## src/rtl/dcs_pkg.sv

```systemverilog
package dcs_pkg;

  localparam int CMD_W = 3;

  typedef enum logic [2:0] {
    OP_NOP,
    OP_LOAD_UPD,
    OP_LOAD_ONLY,
    OP_RECALL,
    OP_SHUTDOWN
  } op_e;

  // Total serial frame length for a given data width: command, data, sub-bit.
  function automatic int frame_len(input int data_w);
    return CMD_W + data_w + 1;
  endfunction

  // The top command bit matters only when the lower two are both set.
  function automatic op_e decode_cmd(input logic [CMD_W-1:0] c);
    op_e op;
    unique case (c[1:0])
      2'b00:   op = OP_NOP;
      2'b01:   op = OP_LOAD_UPD;
      2'b10:   op = OP_LOAD_ONLY;
      default: op = c[2] ? OP_SHUTDOWN : OP_RECALL;
    endcase
    return op;
  endfunction

endpackage

```

## src/rtl/dcs_sync.sv

```systemverilog
module dcs_sync #(
  parameter int              WIDTH   = 3,
  parameter int              STAGES  = 2,
  parameter logic [WIDTH-1:0] RST_VAL = '0
) (
  input  logic             clk,
  input  logic             rst_n,
  input  logic [WIDTH-1:0] async_in,
  output logic [WIDTH-1:0] sync_out
);

  logic [WIDTH-1:0] pipe [STAGES];

  genvar g;
  generate
    for (g = 0; g < STAGES; g++) begin : g_stage
      if (g == 0) begin : g_first
        always_ff @(posedge clk or negedge rst_n) begin
          if (!rst_n) pipe[g] <= RST_VAL;
          else        pipe[g] <= async_in;
        end
      end else begin : g_rest
        always_ff @(posedge clk or negedge rst_n) begin
          if (!rst_n) pipe[g] <= RST_VAL;
          else        pipe[g] <= pipe[g-1];
        end
      end
    end
  endgenerate

  assign sync_out = pipe[STAGES-1];

endmodule

```

## src/rtl/dcs_shifter.sv

```systemverilog
module dcs_shifter #(
  parameter int FRAME_LEN = 16,
  localparam int CNT_W    = $clog2(FRAME_LEN + 2)
) (
  input  logic                 clk,
  input  logic                 rst_n,
  input  logic                 sel_idle,
  input  logic                 shift_en,
  input  logic                 bit_in,
  output logic [FRAME_LEN-1:0] frame,
  output logic [CNT_W-1:0]     bit_cnt
);

  localparam logic [CNT_W-1:0] CNT_SAT = CNT_W'(FRAME_LEN + 1);

  always_ff @(posedge clk or negedge rst_n) begin
    if (!rst_n) begin
      frame   <= '0;
      bit_cnt <= '0;
    end else if (sel_idle) begin
      bit_cnt <= '0;
    end else if (shift_en) begin
      frame <= {frame[FRAME_LEN-2:0], bit_in};
      if (bit_cnt != CNT_SAT) bit_cnt <= bit_cnt + 1'b1;
    end
  end

endmodule

```

## src/rtl/dcs_regfile.sv

```systemverilog
module dcs_regfile
  import dcs_pkg::*;
#(
  parameter int DATA_W = 12
) (
  input  logic              clk,
  input  logic              rst_n,
  input  logic              run_ok,
  input  logic              run_bad,
  input  op_e               op,
  input  logic [DATA_W-1:0] data,
  output logic [DATA_W-1:0] stage_word,
  output logic [DATA_W-1:0] out_word,
  output logic              pwr_down,
  output logic              err_flag
);

  always_ff @(posedge clk or negedge rst_n) begin
    if (!rst_n) begin
      stage_word <= '0;
      out_word   <= '0;
      pwr_down   <= 1'b0;
      err_flag   <= 1'b0;
    end else if (run_bad) begin
      err_flag <= 1'b1;
    end else if (run_ok) begin
      err_flag <= 1'b0;
      case (op)
        OP_LOAD_UPD: begin
          stage_word <= data;
          out_word   <= data;
          pwr_down   <= 1'b0;
        end
        OP_LOAD_ONLY: stage_word <= data;
        OP_RECALL: begin
          out_word <= stage_word;
          pwr_down <= 1'b0;
        end
        OP_SHUTDOWN: pwr_down <= 1'b1;
        default: ;
      endcase
    end
  end

endmodule

```

## src/rtl/dac_cmd_slave.sv

```systemverilog
module dac_cmd_slave
  import dcs_pkg::*;
#(
  parameter int DATA_W      = 12,
  parameter int SYNC_STAGES = 2
) (
  input  logic              clk,
  input  logic              rst_n,
  input  logic              cs_n,
  input  logic              sclk,
  input  logic              din,
  output logic [DATA_W-1:0] dac_code,
  output logic              shutdown,
  output logic              frame_err
);

  localparam int FRAME_LEN = frame_len(DATA_W);
  localparam int CNT_W     = $clog2(FRAME_LEN + 2);

  // synchronized pins: [2]=cs_n, [1]=sclk, [0]=din
  logic [2:0] pins_s;
  logic       cs_q, sclk_q;

  dcs_sync #(.WIDTH(3), .STAGES(SYNC_STAGES), .RST_VAL(3'b100)) u_sync (
    .clk(clk), .rst_n(rst_n),
    .async_in({cs_n, sclk, din}),
    .sync_out(pins_s)
  );

  always_ff @(posedge clk or negedge rst_n) begin
    if (!rst_n) begin
      cs_q   <= 1'b1;
      sclk_q <= 1'b0;
    end else begin
      cs_q   <= pins_s[2];
      sclk_q <= pins_s[1];
    end
  end

  // named events, brought out for the checker
  logic cs_rise_evt, sclk_rise_evt, exec_ok, exec_bad;
  assign cs_rise_evt   = pins_s[2] & ~cs_q;
  assign sclk_rise_evt = pins_s[1] & ~sclk_q & ~pins_s[2];

  logic [FRAME_LEN-1:0] frame;
  logic [CNT_W-1:0]     bit_cnt;

  dcs_shifter #(.FRAME_LEN(FRAME_LEN)) u_shift (
    .clk(clk), .rst_n(rst_n),
    .sel_idle(pins_s[2]),
    .shift_en(sclk_rise_evt),
    .bit_in(pins_s[0]),
    .frame(frame),
    .bit_cnt(bit_cnt)
  );

  assign exec_ok  = cs_rise_evt & (bit_cnt == CNT_W'(FRAME_LEN));
  assign exec_bad = cs_rise_evt & (bit_cnt != CNT_W'(FRAME_LEN));

  logic [CMD_W-1:0]  cmd_field;
  logic [DATA_W-1:0] data_field;
  op_e               op;
  logic [DATA_W-1:0] in_word;

  assign cmd_field  = frame[FRAME_LEN-1 -: CMD_W];
  assign data_field = frame[FRAME_LEN-1-CMD_W -: DATA_W];
  assign op         = decode_cmd(cmd_field);

  dcs_regfile #(.DATA_W(DATA_W)) u_regs (
    .clk(clk), .rst_n(rst_n),
    .run_ok(exec_ok), .run_bad(exec_bad),
    .op(op), .data(data_field),
    .stage_word(in_word),
    .out_word(dac_code),
    .pwr_down(shutdown),
    .err_flag(frame_err)
  );

endmodule

```

## config.mk

```make
export PLATFORM = sky130hd
export DESIGN_NAME = dac_cmd_slave
export DESIGN_NICKNAME = d
export VERILOG_FILES = /design/src/rtl/dcs_pkg.sv /design/src/rtl/dcs_sync.sv /design/src/rtl/dcs_shifter.sv /design/src/rtl/dcs_regfile.sv /design/src/rtl/dac_cmd_slave.sv
export SDC_FILE = /design/constraint.sdc
export NUM_CORES = 1
export LEC_CHECK = 0
export CAP_MARGIN = 0
export CORE_MARGIN = 2
export CORE_UTILIZATION = 25
export CTS_CLUSTER_SIZE = 40
export DETAILED_ROUTE_END_ITERATION = 6
export PLACE_DENSITY_LB_ADDON = 0.25
export REMOVE_ABC_BUFFERS = 1
export SYNTH_ARGS = -nofsm -noshare
export SYNTH_HDL_FRONTEND = slang
export SYNTH_SLANG_ARGS = --single-unit
```

## constraint.sdc

```tcl
create_clock -name clk -period 2.4 [get_ports clk]
set_clock_uncertainty 0.2 [all_clocks]
set_input_delay 0.72 -clock clk [delete_from_list [all_inputs] [get_ports clk]]
set_output_delay 0.72 -clock clk [all_outputs]
set_load 0.02 [all_outputs]
```

* After elaboration in Yosys (flattened, before gate mapping) *
Cells that the tools add are included.
Widths: inputs -> output; s select.

storage, ports and cells
  bits in read-only memories = 0
  memories = 0
  output and inout port bits = 14
  bits in writable memories = 0
  word-level logic and storage cells = 51
  input port bits = 5
  register bits = 55
  bits in latches = 0

operators by class
  add/sub/neg operators = 1
  $lt $le $gt $ge = 0
  bitwise gates (word level) = 9
  shift-type cells = 0
  div/mod/pow operators = 0
  reductions and logical operators = 13
  multiplexer cells = 9
  equality and inequality tests = 9
  $mul = 0

operators with widths
  cell                 count
  $pmux 12 s2          1
  $mux 5               3
  $ne 5x5->1 const B   2
  $reduce_bool 2->1    5
  $pmux 3 s3           1
  $reduce_and 3->1     3
  $eq 3x2->1 const B   2
  $add 5x1->5 const B  1
  $and 1x1->1          5
  $eq 5x5->1 const B   1
  $not 1->1            4
  $reduce_and 2->1     2
  $reduce_or 2->1      2
  $eq 3x1->1 const B   1
  $eq 3x3->1 const B   1
  $mux 3               1
  $eq 2x1->1 const B   1
  $eq 2x2->1 const B   1
  $logic_not 2->1      1
  $mux 1               2
  $pmux 1 s2           1

* Longest topological paths before layout *
  depth in word-level cells = 6
  gate-level depth with buffers = 6
  gate-level depth less buffers = 5

* Cells and area by module *
A second synthesis with hierarchy kept.

unflattened totals
  cell total of the unflattened synthesis = 170
  area, all modules = 2367.3 um^2

modules (own cells, without submodules)
  module         area each (um^2)  cells each  times used
  dcs_regfile    1149.9            90          1
  dcs_shifter    928.4             61          1
  dcs_sync       175.2             9           1
  dac_cmd_slave  113.9             10          1

* Worst setup path before layout *
No wires, ideal clock.

  kind = reg2reg
  start point = reg u_sync.pipe (netlist bit u_sync.sync_out[2])
  end point = reg u_regs.out_word[10]
  slack = 521 ps
  cell stages (with the launch flop) = 6
  arrival time = 1554 ps
  data required time = 2075 ps
  path buffers = 2
  setup time = 125 ps
  path through = dfstp_2 > buf_4 > nor2b_2 > and4bb_4 > buf_12 > mux2_4

on the way
  word-level cells in the longest chain between the ends = 4
  elaborated cells on any way between the ends = 5
  classes of those cells = bitwise (4); reduce/logical (1)

ends and longest elaborated chain
  what                               RTL line             text
  from (decl)                        dcs_sync.sv:12       logic [WIDTH-1:0] pipe [STAGES];
  from (signal, indexed assignment)  dcs_sync.sv:25       else pipe[g] <= pipe[g-1];
  $and 1x1->1 *                      dac_cmd_slave.sv:42  assign cs_rise_evt = pins_s[2] & ~cs_q;
  $and 1x1->1                        dac_cmd_slave.sv:58  assign exec_bad = cs_rise_evt & (bit_cnt != CNT_W'(FRAME_LEN));
  $not 1->1 (no line)                --
  $reduce_and 3->1 (no line) *       --
  to (signal assigned)               dcs_regfile.sv:31    out_word <= data;
  to (signal assigned)               dcs_regfile.sv:36    out_word <= stage_word;
  to (decl)                          dcs_regfile.sv:13    output logic [DATA_W-1:0] out_word,

Mark *: on every way between the ends. The rest lies on a longest branch, timed or not.
A chain may end at the register's enable or synchronous reset.

* Worst setup path after layout *
  start point = reg u_regs.out_word[0]
  end point = out dac_code[0]

RTL lines
  what       RTL line             text
  to (decl)  dac_cmd_slave.sv:12  output logic [DATA_W-1:0] dac_code,

No word-level cell between the ends.

==> summary.txt <==
Synthesis
  – Register bit total from synthesis: 55
  – Synth Flop Type: dfrtp_1
  – Number of synthesized flops with an enable pin: 0
  – Synth Area in Adders: 0.01572
  – Largest family of logic cells by synthesized area: multiplexers
  – Synth Area in Compound Gates: 0.02201
  – Seq/Total Area, Yosys: 0.5781
  – Cell count after synthesis: 151
  – Area share of the largest cell type after synthesis: 0.5451
  – Largest cells by area after synthesis: dfrtp_1 (55%), mux2_2 (15%), mux2_4 (13%)
  – Post-synthesis xor/xnor area fraction: 0.003669
  – Post-synth cell types: 29
  – Synth Cell Area: 0.002387 mm²
  – Count leader, synth: dfrtp_1
  – Syn avg cell area: 15.81 µm²
  – Simple-gate share of the synthesized area: 0.06132
  – Mux share of post-synthesis cell area: 0.2904
  – Synth area leader: dfrtp_1
  – Async set-reset flop share out of synthesis: 1.000
  – Most frequent cells after synthesis: dfrtp_1 (52), mux2_2 (32), mux2_4 (20)
  – Synth warn: 0

Routing
  – Vias per cell: 4.003
  – Final ANT Viol Nets: 0
  – Vias: 1,213
  – # DRC: 0
  – Drt first pass iters: 4
  – DR iter-0 viols: 18
  – Avg WL per Cell: 12.17 µm
  – Final WL: 3688 µm

Placed design
  – Post-DP HPWL: 2428 µm
  – Input/output buffers: 18
  – Gpl congestion: 0.6953

Worst setup path
  – Reg2reg end: u_regs.out_word[1]$_DFFE_PN0P_
  – Worst R2R Path Depth: 3
  – Reg2Reg Setup Slack: 0.38 ns
  – Critical path buffers and inverters: 1
  – Slowest CP cell: clkdlybuf4s50_1
  – Worst EP arrival: 1.29 ns
  – Worst stage delay on the critical path: 0.61 ns
  – Crit start category: flip-flop
  – Critical Path RT: 1.48 ns
  – Critical Path Fanout Max: 2
  – Critical R2R Launch: u_sync.sync_out[2]$_DFF_PN1_
  – Delay-heaviest family, CP: buffers and inverters
  – Worst Path Class, Setup: flip-flop to output pin
  – Worst-path cell chain: clkdlybuf4s50_1
  – CP Capture Type: output pin

STA
  – Fmax: 0.4526 GHz
  – Fin crit period: 2.210 ns
  – Setup-failing EPs final: 0
  – Final worst path period share: 0.9207
  – Hold Vio Cnt, Final: 0
  – Setup TNS: 0 ns
  – Max-slew violation count: 0
  – Headroom to the max-slew limit: 0.6807
  – RSZ-0062 raised after global routing: no
  – Slew @ Worst Pin: 0.4764 ns

Power and ir drop
  – NetSw: 0.4199 mW
  – Maximum vdd drop: 0.2393 mV
  – Pint: 1.401 mW
  – PD cells: 650.8 mW/mm²
  – Combinational power share: 0.110
  – Clock share of power: 0.305
  – Sw Ratio: 0.2306
  – Sequential share of power: 0.585
  – Leak: 1.273 nW

CTS
  – H-tree lvl count: 2
  – CTS root buf: clkbuf_8
  – CTS sink count: 55
  – Clock tree buffer depth: 2
  – Setup bufs post-CTS: 0
  – Clk pin slew, worst setup/hold paths: 0.10 ns
  – Cts repair resizes: 0
  – Cts hold-fix bufs: 0
  – CTS Buf Count: 5
  – TritonCTS clock tree: yes
  – Skew-Pair Late Insertion Delay: 0.30 ns

Layout
  – Layout Nets: 181
  – Syn-to-layout area delta: 17.19%
  – Reg area: 0.001380 mm²
  – Fin util: 0.3028
  – Fill cells: 914
  – Multi-input combinational cell area: 938.4 µm²
  – Layout cell share with drive strength beyond 1: 0.4138
  – Antenna cells: 0

Global route
  – GRT overflow: 0
  – Largest net degree at the start of global routing: 41
  – Initial antenna violation count: 0
  – First-pass GRT wire length: 6216 µm
  – Vias in the first global route: 1,276
  – Total track usage: 0.07995

Job
  – # Max-Cap Violations: 0

Floorplanning
  – Die ar.: 0.01035 mm²
  – Num ports: 19
  – Die X: 101.7 µm
  – Core area: 0.009240 mm²
  – Die Y: 101.7 µm
  – Placement Rows: 35
  – Starting Density: 0.2584

Run status
  – Status: finished clean

Hold path
  – Tightest Hold Check Type: input port to asynchronous set/reset pin
state kept, by name, indices dropped and copies added (netlist names):
signal,cells
u_regs.err_flag,1
cs_q,1
u_sync.pipe,3
u_sync.sync_out,3
sclk_q,1
u_shift.bit_cnt,5
u_shift.frame,16
u_regs.out_word,12
u_regs.stage_word,12
u_regs.pwr_down,1
cells by family after synthesis:
kind of cell             after synthesis
flip-flops                            55
AO/OA/AOI/OAI                          9
XOR/XNOR                               1
buffers and inverters                  8
adder cells (fa/ha/maj)                3
AND/OR/NAND/NOR                       20
multiplexers                          55
stage by stage:
step | instance area [µm²] | power (mW) | setup slack (ns) | hold WS (ns) | cells
2_1_floorplan | 2330 | 1.221 | 0.5322 | 0.1312 | 146
3_3_place_gp | 2694 | 1.292 | 0.4013 | 0.1362 | 295
3_5_place_dp | 2694 | 1.294 | 0.3755 | 0.1347 | 295
4_1_cts | 2798 | 1.865 | 0.1573 | 0.1254 | 303
5_1_grt | 2798 | 1.926 | 0.1272 | 0.1350 | 303
6_report | 2798 | 1.821 | 0.1904 | 0.1248 | 303
worst max path at each step:
stage / startpoint / to / cells past startpoint / slack, ns
after floorplan: u_sync.sync_out[2]$_DFF_PN1_ / u_regs.out_word[0]$_DFFE_PN0P_ / 3 / 0.53
after global placement: u_sync.sync_out[2]$_DFF_PN1_ / u_regs.out_word[0]$_DFFE_PN0P_ / 3 / 0.40
after detailed placement: u_sync.sync_out[2]$_DFF_PN1_ / u_regs.out_word[0]$_DFFE_PN0P_ / 3 / 0.38
after CTS: u_regs.out_word[0]$_DFFE_PN0P_ / dac_code[0] / 1 / 0.16
after global routing: u_regs.out_word[5]$_DFFE_PN0P_ / dac_code[5] / 1 / 0.13
final: u_regs.out_word[0]$_DFFE_PN0P_ / dac_code[0] / 1 / 0.19
placed cells by master, fill, tap and decap left out, drive strengths merged, types with 2 or more instances in the layout:
| cell | synthesis | routed |
|---|---|---|
| a21oi | 4 | 4 |
| dfstp | 3 | 3 |
| clkbuf | 0 | 7 |
| buf | 5 | 3 |
| ha | 3 | 3 |
| dfrtp | 52 | 52 |
| or3 | 2 | 2 |
| nand2 | 3 | 3 |
| mux2 | 54 | 54 |
| nand3b | 2 | 2 |
| inv | 3 | 3 |
| nor2 | 4 | 4 |
| o21ai | 3 | 3 |
| nand2b | 3 | 3 |
| clkdlybuf4s50 | 0 | 17 |
metal layers:
| metal | wire length [µm] | part of all wire | GRT usage |
|---|---|---|---|
| met1 | 1710 | 0.46 | 0.09701 |
| met2 | 1829 | 0.50 | 0.1290 |
| met3 | 100 | 0.027 | 0.01932 |
| met4 | 47 | 0.013 | 0.04678 |
| met5 | 0 | 0 | 0 |
area by class of cell:
type / count / area share
inverter: 3 / 0.004025
multi-input combinational: 88 / 0.3354
sequential: 55 / 0.4933
timing repair buffer: 20 / 0.07245
tap: 129 / 0.05769
clock inverter: 1 / 0.002683
clock buffer: 7 / 0.03444
power groups by stage:
stage	Clock [mW]	Combinational [mW]	Sequential, mW
floorplan	0	0.158	1.06
global route	0.626	0.221	1.08
detailed placement	0	0.209	1.09
CTS	0.590	0.209	1.07
finish	0.554	0.201	1.07
global placement	0	0.206	1.09
(Power assumes the default switching activity.)
